$ cat src/rtl/csbw_pkg.sv
package csbw_pkg;
  typedef enum logic [1:0] {
    RSEL_NONE = 2'd0,
    RSEL_BUF  = 2'd1,
    RSEL_PTR  = 2'd2
  } rsel_e;
endpackage

$ cat src/rtl/csbw_ptr_ctrl.sv
module csbw_ptr_ctrl #(
  parameter int DEPTH    = 6,
  parameter int PTR_W    = 3,
  parameter int SENTINEL = 7
) (
  input  logic             clk,
  input  logic             rst,
  input  logic             adv,
  input  logic             sw_we,
  input  logic [PTR_W-1:0] sw_rptr,
  output logic [PTR_W-1:0] wptr,
  output logic [PTR_W-1:0] rptr,
  output logic [PTR_W-1:0] wr_idx
);
  localparam logic [PTR_W-1:0] SENT = PTR_W'(SENTINEL);
  localparam logic [PTR_W-1:0] LAST = PTR_W'(DEPTH - 1);

  // Slot that the next event will occupy.
  always_comb begin
    if (wptr == SENT || wptr == LAST) wr_idx = '0;
    else                              wr_idx = wptr + PTR_W'(1);
  end

  always_ff @(posedge clk) begin
    if (rst) begin
      wptr <= SENT;
      rptr <= '0;
    end else begin
      if (adv)   wptr <= wr_idx;
      if (sw_we) rptr <= sw_rptr;
    end
  end
endmodule

$ cat src/rtl/csbw_store.sv
module csbw_store #(
  parameter int DEPTH  = 6,
  parameter int HALF_W = 32,
  parameter int IDX_W  = 3
) (
  input  logic                clk,
  input  logic                rst,
  input  logic                we,
  input  logic [IDX_W-1:0]    widx,
  input  logic [2*HALF_W-1:0] wdata,
  input  logic                re,
  input  logic [IDX_W-1:0]    ridx,
  input  logic                rhalf,
  output logic [HALF_W-1:0]   rdata
);
  logic [HALF_W-1:0] half_q [2];
  logic              hsel_q;

  // Two separate memories, one per 32-bit half, each in a form that maps to block RAM.
  for (genvar h = 0; h < 2; h++) begin : g_half
    logic [HALF_W-1:0] mem [DEPTH];
    always_ff @(posedge clk) begin
      if (we) mem[widx] <= wdata[h*HALF_W +: HALF_W];
      if (re) half_q[h] <= mem[ridx];
    end
  end

  always_ff @(posedge clk) begin
    if (rst)     hsel_q <= 1'b0;
    else if (re) hsel_q <= rhalf;
  end

  assign rdata = hsel_q ? half_q[1] : half_q[0];
endmodule

$ cat src/rtl/csbw_irq.sv
module csbw_irq (
  input  logic clk,
  input  logic rst,
  input  logic fire,
  input  logic defer,
  output logic pulse
);
  always_ff @(posedge clk) begin
    if (rst) pulse <= 1'b0;
    else     pulse <= fire & ~defer;
  end
endmodule

$ cat src/rtl/csb_ring_writer.sv
module csb_ring_writer #(
  parameter int DEPTH    = 6,
  parameter int PTR_W    = 3,
  parameter int SENTINEL = 7,
  parameter int HALF_W   = 32,
  parameter int ADDR_W   = 4,
  parameter int WP_LSB   = 8
) (
  input  logic                clk,
  input  logic                rst,
  input  logic                ev_valid,
  input  logic [2*HALF_W-1:0] ev_word,
  input  logic                ev_defer,
  input  logic                sw_ptr_we,
  input  logic [HALF_W-1:0]   sw_ptr_wdata,
  input  logic                rd_en,
  input  logic [ADDR_W-1:0]   rd_addr,
  output logic [HALF_W-1:0]   rd_data,
  output logic                irq_pulse
);
  import csbw_pkg::*;

  localparam logic [ADDR_W-1:0] PTR_ADDR = ADDR_W'(2 * DEPTH);

  logic [PTR_W-1:0]  wptr_w, rptr_w, wr_idx_w;
  logic [HALF_W-1:0] buf_rdata;
  logic [HALF_W-1:0] ptr_word, ptr_q;
  rsel_e             rsel_d, rsel_q;
  logic              buf_re;

  csbw_ptr_ctrl #(.DEPTH(DEPTH), .PTR_W(PTR_W), .SENTINEL(SENTINEL)) u_ptr (
    .clk(clk), .rst(rst), .adv(ev_valid),
    .sw_we(sw_ptr_we), .sw_rptr(sw_ptr_wdata[PTR_W-1:0]),
    .wptr(wptr_w), .rptr(rptr_w), .wr_idx(wr_idx_w)
  );

  csbw_store #(.DEPTH(DEPTH), .HALF_W(HALF_W), .IDX_W(PTR_W)) u_store (
    .clk(clk), .rst(rst),
    .we(ev_valid), .widx(wr_idx_w), .wdata(ev_word),
    .re(buf_re), .ridx(PTR_W'(rd_addr >> 1)), .rhalf(rd_addr[0]),
    .rdata(buf_rdata)
  );

  csbw_irq u_irq (
    .clk(clk), .rst(rst), .fire(ev_valid), .defer(ev_defer), .pulse(irq_pulse)
  );

  // Pointer register layout: read index in the low field, write index in the upper field.
  always_comb begin
    ptr_word                   = '0;
    ptr_word[PTR_W-1:0]        = rptr_w;
    ptr_word[WP_LSB +: PTR_W]  = wptr_w;
  end

  always_comb begin
    rsel_d = RSEL_NONE;
    if (rd_en) begin
      if (rd_addr < PTR_ADDR)       rsel_d = RSEL_BUF;
      else if (rd_addr == PTR_ADDR) rsel_d = RSEL_PTR;
    end
  end
  assign buf_re = (rsel_d == RSEL_BUF);

  always_ff @(posedge clk) begin
    if (rst) begin
      rsel_q <= RSEL_NONE;
      ptr_q  <= '0;
    end else begin
      rsel_q <= rsel_d;
      if (rsel_d == RSEL_PTR) ptr_q <= ptr_word;
    end
  end

  always_comb begin
    case (rsel_q)
      RSEL_BUF: rd_data = buf_rdata;
      RSEL_PTR: rd_data = ptr_q;
      default:  rd_data = '0;
    endcase
  end
endmodule

$ cat config.mk
export PLATFORM = sky130hd
export DESIGN_NAME = csb_ring_writer
export DESIGN_NICKNAME = d
export VERILOG_FILES = /design/src/rtl/csbw_pkg.sv /design/src/rtl/csbw_ptr_ctrl.sv /design/src/rtl/csbw_store.sv /design/src/rtl/csbw_irq.sv /design/src/rtl/csb_ring_writer.sv
export SDC_FILE = /design/constraint.sdc
export NUM_CORES = 1
export LEC_CHECK = 0
export ABC_CLOCK_PERIOD_IN_PS = 9100
export BUFFER_PORTS_ARGS = -buffer_cell sky130_fd_sc_hd__buf_4
export CAP_MARGIN = 20
export CORE_AREA = 2 2 207 209
export DETAILED_ROUTE_END_ITERATION = 12
export DIE_AREA = 0 0 209 211
export GPL_TIMING_DRIVEN = 0
export PLACE_DENSITY = 0.65
export SLEW_MARGIN = 20
export SYNTH_ARGS = -nofsm -noshare
export SYNTH_HDL_FRONTEND = slang
export SYNTH_SLANG_ARGS = --single-unit
$ cat constraint.sdc
create_clock -name clk -period 9.1 [get_ports clk]
set_input_delay 1.82 -clock clk [delete_from_list [all_inputs] [get_ports clk]]
set_output_delay 1.82 -clock clk [all_outputs]
set_load 0.01 [all_outputs]
After elaboration in Yosys (flattened, before gate mapping)
Memory sizes are Yosys's and may differ from the RTL's.
Index checks and enable logic that the tools add are counted.
{"block": "op_classes", "add_sub_neg": 1, "n_lt_le_gt_ge": 1, "eq_ne": 7, "muxes": 10, "bitwise": 2, "n_reduce_logical": 1}
{"op": "one-hot mux 32 bit (2 select lines)", "count": 1}
{"op": "2-to-1 mux 32 bit", "count": 1}
{"op": "equality test 3 bit, second input constant", "count": 2}
{"op": "2-to-1 mux 2 bit", "count": 3}
{"op": "equality test 2 x 1 -> 1 bit, second input constant", "count": 2}
{"op": "equality test 2 bit, second input constant", "count": 2}
{"op": "equality test 4 bit, second input constant", "count": 1}
{"op": "less-than comparator 4 bit, second input constant", "count": 1}
{"op": "2-to-1 mux 1 bit", "count": 4}
{"op": "adder 3 x 1 -> 3 bit, second input constant", "count": 1}
{"op": "2-to-1 mux 3 bit", "count": 1}
{"op": "bitwise AND 1 bit", "count": 1}
{"op": "logical OR 1 bit", "count": 1}
{"op": "NOT 1 bit", "count": 1}
{"block": "word_totals", "reg_bits": 16, "ram_bits": 448, "out_inout_bits": 33, "memories": 3}
{"memory": "u_store.g_half[0].mem", "words": 6, "width": 32, "read_ports": 1, "rd_clocked_by_memory_dff": 0, "write_ports": 1, "line": "csbw_store.sv:21", "text": "logic [HALF_W-1:0] mem [DEPTH];"}
{"memory": "u_store.g_half[1].mem", "words": 6, "width": 32, "read_ports": 1, "rd_clocked_by_memory_dff": 0, "write_ports": 1, "line": "csbw_store.sv:21"}
{"memory": "u_store.half_q", "words": 2, "width": 32, "read_ports": 2, "rd_clocked_by_memory_dff": 0, "write_ports": 2, "line": "csbw_store.sv:16", "text": "logic [HALF_W-1:0] half_q [2];"}

Logic depth before layout (Yosys ltp)
{"block": "logic_depth", "ltp_word": 7, "ltp_mapped": 6}

Modules after synthesis
From an unflattened synthesis, not the netlist that was laid out.
{"block": "unflattened", "hier_cells": 965, "area_unflattened_um2": 18119.9}
{"mod": "csbw_store", "instances": 1, "cells_per_inst": 860, "area_each_um2": 17189.0, "seq_area_each_um2": 13472.9}
{"mod": "csb_ring_writer", "instances": 1, "cells_per_inst": 77, "area_each_um2": 623.1, "seq_area_each_um2": 160.2}
{"mod": "csbw_ptr_ctrl", "instances": 1, "cells_per_inst": 26, "area_each_um2": 275.3, "seq_area_each_um2": 120.1}
{"mod": "csbw_irq", "instances": 1, "cells_per_inst": 2, "area_each_um2": 32.5, "seq_area_each_um2": 20.0}

Worst setup path before layout
No wires, ideal clock.
{"block": "synth_path", "path_type": "input -> register", "from": "input ev_valid", "to": "memory u_store.g_half[0].mem[1][0], enable pin", "arrival_time_ns": 6.664, "slack_ns": 1.857, "stages": 2, "path_buffers": 0, "cell_sequence": "nand3b_1 -> nor3b_1"}
{"block": "synth_between", "elab_chain_len": 2}
{"item": "start: declaration", "line": "csb_ring_writer.sv:11", "text": "input logic ev_valid,"}
{"item": "2-to-1 mux 1 bit", "line": "csbw_store.sv:23", "text": "if (we) mem[widx] <= wdata[h*HALF_W +: HALF_W];"}
{"item": "2-to-1 mux 1 bit (implied by the code)", "line": "csbw_store.sv:23"}
{"item": "end: declaration", "line": "csbw_store.sv:21"}
No other way between the ends.

Final worst setup path
{"block": "layout_path", "from": "register rsel_q[0]", "to": "output rd_data[16]"}
{"block": "layout_between", "elab_chain_len": 2}
{"item": "start: declaration", "line": "csb_ring_writer.sv:28", "text": "rsel_e rsel_d, rsel_q;"}
{"item": "start signal: assignment", "line": "csb_ring_writer.sv:69", "text": "rsel_q <= rsel_d;"}
{"item": "equality test 2 bit / equality test 2 x 1 -> 1 bit (equally long branches)", "line": "csb_ring_writer.sv:75", "text": "case (rsel_q)"}
{"item": "one-hot mux 32 bit (2 select lines) (*)", "line": "csb_ring_writer.sv:75"}
{"item": "end: declaration", "line": "csb_ring_writer.sv:18", "text": "output logic [HALF_W-1:0] rd_data,"}
Every way passes the cells marked *; elsewhere a longest branch is shown, timed or not.

==> results.cfg <==
[timing]
setup_viol = 0
layout_min_cycle_time_ns = 4.674
slew_viol_final = 0
max_freq_mhz = 213.9
tightest_slew_ns = 0.8451
rsz0062_at_grt = false
setup_slack_ns = 4.426
slew_headroom_pct = 43.66
hold_viol_final = 0
min_period_over_period_pct = 51.37
fin_worst_skew_ns = 0.01796
tns_ns = 0

[worst_setup_path]
endpoint_kind = output pin
arrival_ns = 2.85
worstSetupStartpoint = rsel_q[0]
required_ns = 7.28
r2r_start = u_ptr.wptr[0]
crit_type = reg2out
critical_path.startpoint_type = flip-flop
crit_path_max_fanout = 10

[yosys]
yosys_warnings = 0
synth_compound_area_share_pct = 0.4921
synth_edf_count = 448
yosys.area_share.simple_pct = 1.736
ys.flop_type = edfxtp_1
syn-cell-area_mm2 = 0.01780
ys_types = 26
ys_seq_area_share_pct = 77.38
synth-adder-area-share_pct = 0.3515
synth_top_family_by_area = multiplexers
syn_area_per_cell_um2 = 21.60
synth_seq_cells = 464
synth_mux_area_share_pct = 18.60
async_reset_ff_share_pct = 0
synth_nets = 935
synth_xor_area_share_pct = 0
netlist_instances = 824

[clock_tree]
cts_sinks = 464
path_clk_slew_ns = 0.06
clock_latency_ns = 0.56
cts.htree.levels = 2
cts_tree = built
clockBufferDepth = 3
cts_buffers = 46
postCtsHoldBufs = 0
post_cts_resize_count = 0
root_buffer = clkbuf_16
postCtsSetupBuffers = 0

[finish]
finalNonFillerCells = 1596
final_cell_mix = edfxtp_1, buf_4, mux2_1
multiInputGateArea_mm2 = 0.003822
seq_area_mm2 = 0.01377
area_growth_pct = 19.85
nets = 1132
drive_above_1_share_pct = 32.07
layout_commonest_cell = edfxtp_1
nFillCells = 3309
antenna_cells = 0
stdcell_area_mm2 = 0.02133

[grt]
grt_antenna_before_repair = 1
grt_pass1_vias = 8694
overflow = 0
grt_first_pass_wirelength_um = 54990
grt_max_degree = 23
grtUsageTotal_pct = 17.11

[detailed_routing]
postRouteAntennaNets = 0
wire_per_inst_um = 23.30
drc = 0
first_pass_iters = 5
via_per_inst = 5.191
wirelength_um = 37190
routed-via-count = 8285
drt_iter0_markers = 766

[placement]
hpwl_um = 25580
port_buffers = 107
placed_cell_area_mm2 = 0.01992
place_ws_ns = 4.996
routabilityCongestion = 0.8134
dpl.cell_count = 1512

[die]
row_count = 75
initial_core_util_pct = 42.62
fp.dieH_um = 211
dieArea_mm2 = 0.04410
die_w_um = 209
ios = 139
core_mm2 = 0.04176

[power_and_ir_drop]
cellPowerDensity_mw_per_mm2 = 215.9
power_leakage_nw = 7.143
vdd_ir_drop_max_mv = 0.1475

[outcome]
run_status = finished clean

[job]
max_cap_violations = 0

[hold_path]
min_from = ptr_q[0]
hp-class = reg2reg
## cells in the mapped netlist (2+ instances only)
cell	instances	area share, %
a21oi_1	5	0.14
nor2b_1	2	0.070
buf_6	11	0.70
dfxtp_1	16	1.8
o21ai_0	2	0.056
a22oi_1	6	0.25
nor3_1	4	0.11
nor2_1	37	0.78
buf_2	13	0.37
mux2_2	36	2.3
nand3_1	2	0.056
nand2_1	3	0.063
edfxtp_1	448	76
mux2_1	98	6.2
clkbuf_1	5	0.11
mux2i_1	36	2.0
inv_1	5	0.11
ha_1	5	0.35
nand2b_1	13	0.46
buf_1	8	0.17
mux4_2	64	8.1
## area by class of cell
type / count / share of cell area [%]
sequential: 464 / 64.56
multi-input combinational: 318 / 17.92
timing repair buffer: 149 / 6.534
clock buffer: 57 / 5.689
tap: 539 / 3.161
buffer: 37 / 1.114
clock inverter: 27 / 0.9326
inverter: 5 / 0.08798
## kinds of logic (layout without fill, tap and decap cells)
kind of cell | Yosys count | after routing
fa+ha+maj | 5 | 5
simple gates | 65 | 65
flops | 464 | 464
compound gates | 14 | 14
buf+inv | 42 | 275
mux | 234 | 234
## worst max-delay path, cell delays in order, from the launching register on
cell	delay, ns
dfxtp_1	0.34
inv_1	0.05
ha_1	0.42
nand2b_1	0.14
clkbuf_1	0.35
clkbuf_1	0.62
nor2_1	0.20
buf_4	0.20
## path summary, 6_finish.rpt
path	to	slack, ns	cells past startpoint
max	rd_data[16]	4.43	7
min	ptr_q[0]	0.48	2
max reg2reg	u_store.g_half[1].mem[1][9]	5.67	10
min reg2reg	ptr_q[0]	0.48	2
## routing by layer
layer	vias to the layer above	global-route usage, %	routed length (um)
met1	4268	23.80	16590
met5	-	0	13
met4	2	3.547	452
met2	241	27.75	17760
met3	36	4.103	2368
li1	3738	-	-
## flip-flops by register name, indices dropped and copies added, names as in the netlist
| signal | flops |
|---|---|
| u_ptr.wptr | 3 |
| u_store.hsel_q | 1 |
| u_ptr.rptr | 3 |
| rsel_q | 2 |
| u_irq.pulse | 1 |
| ptr_q | 6 |
| u_store.half_q | 64 |
| u_store.g_half.mem | 384 |
## through the flow
stage	hold WS, ns	utilization (%)	total power [W]
floorplan	0.4489	-	0.002708
global placement	0.4601	46.16	0.002844
detailed placement	0.4671	47.70	0.002874
CTS	0.4770	51.09	0.004647
global route	0.5132	51.09	0.004756
finish	0.4758	51.09	0.004605
## power by group
group | internal (W) | total (W) | switching [W]
sequential | 0.00246 | 0.00249 | 0.0000251
clock | 0.00103 | 0.00178 | 0.000754
combinational | 0.000155 | 0.000336 | 0.000181
total | 0.00365 | 0.00461 | 0.000960
Power figures use the tool's default switching activity.
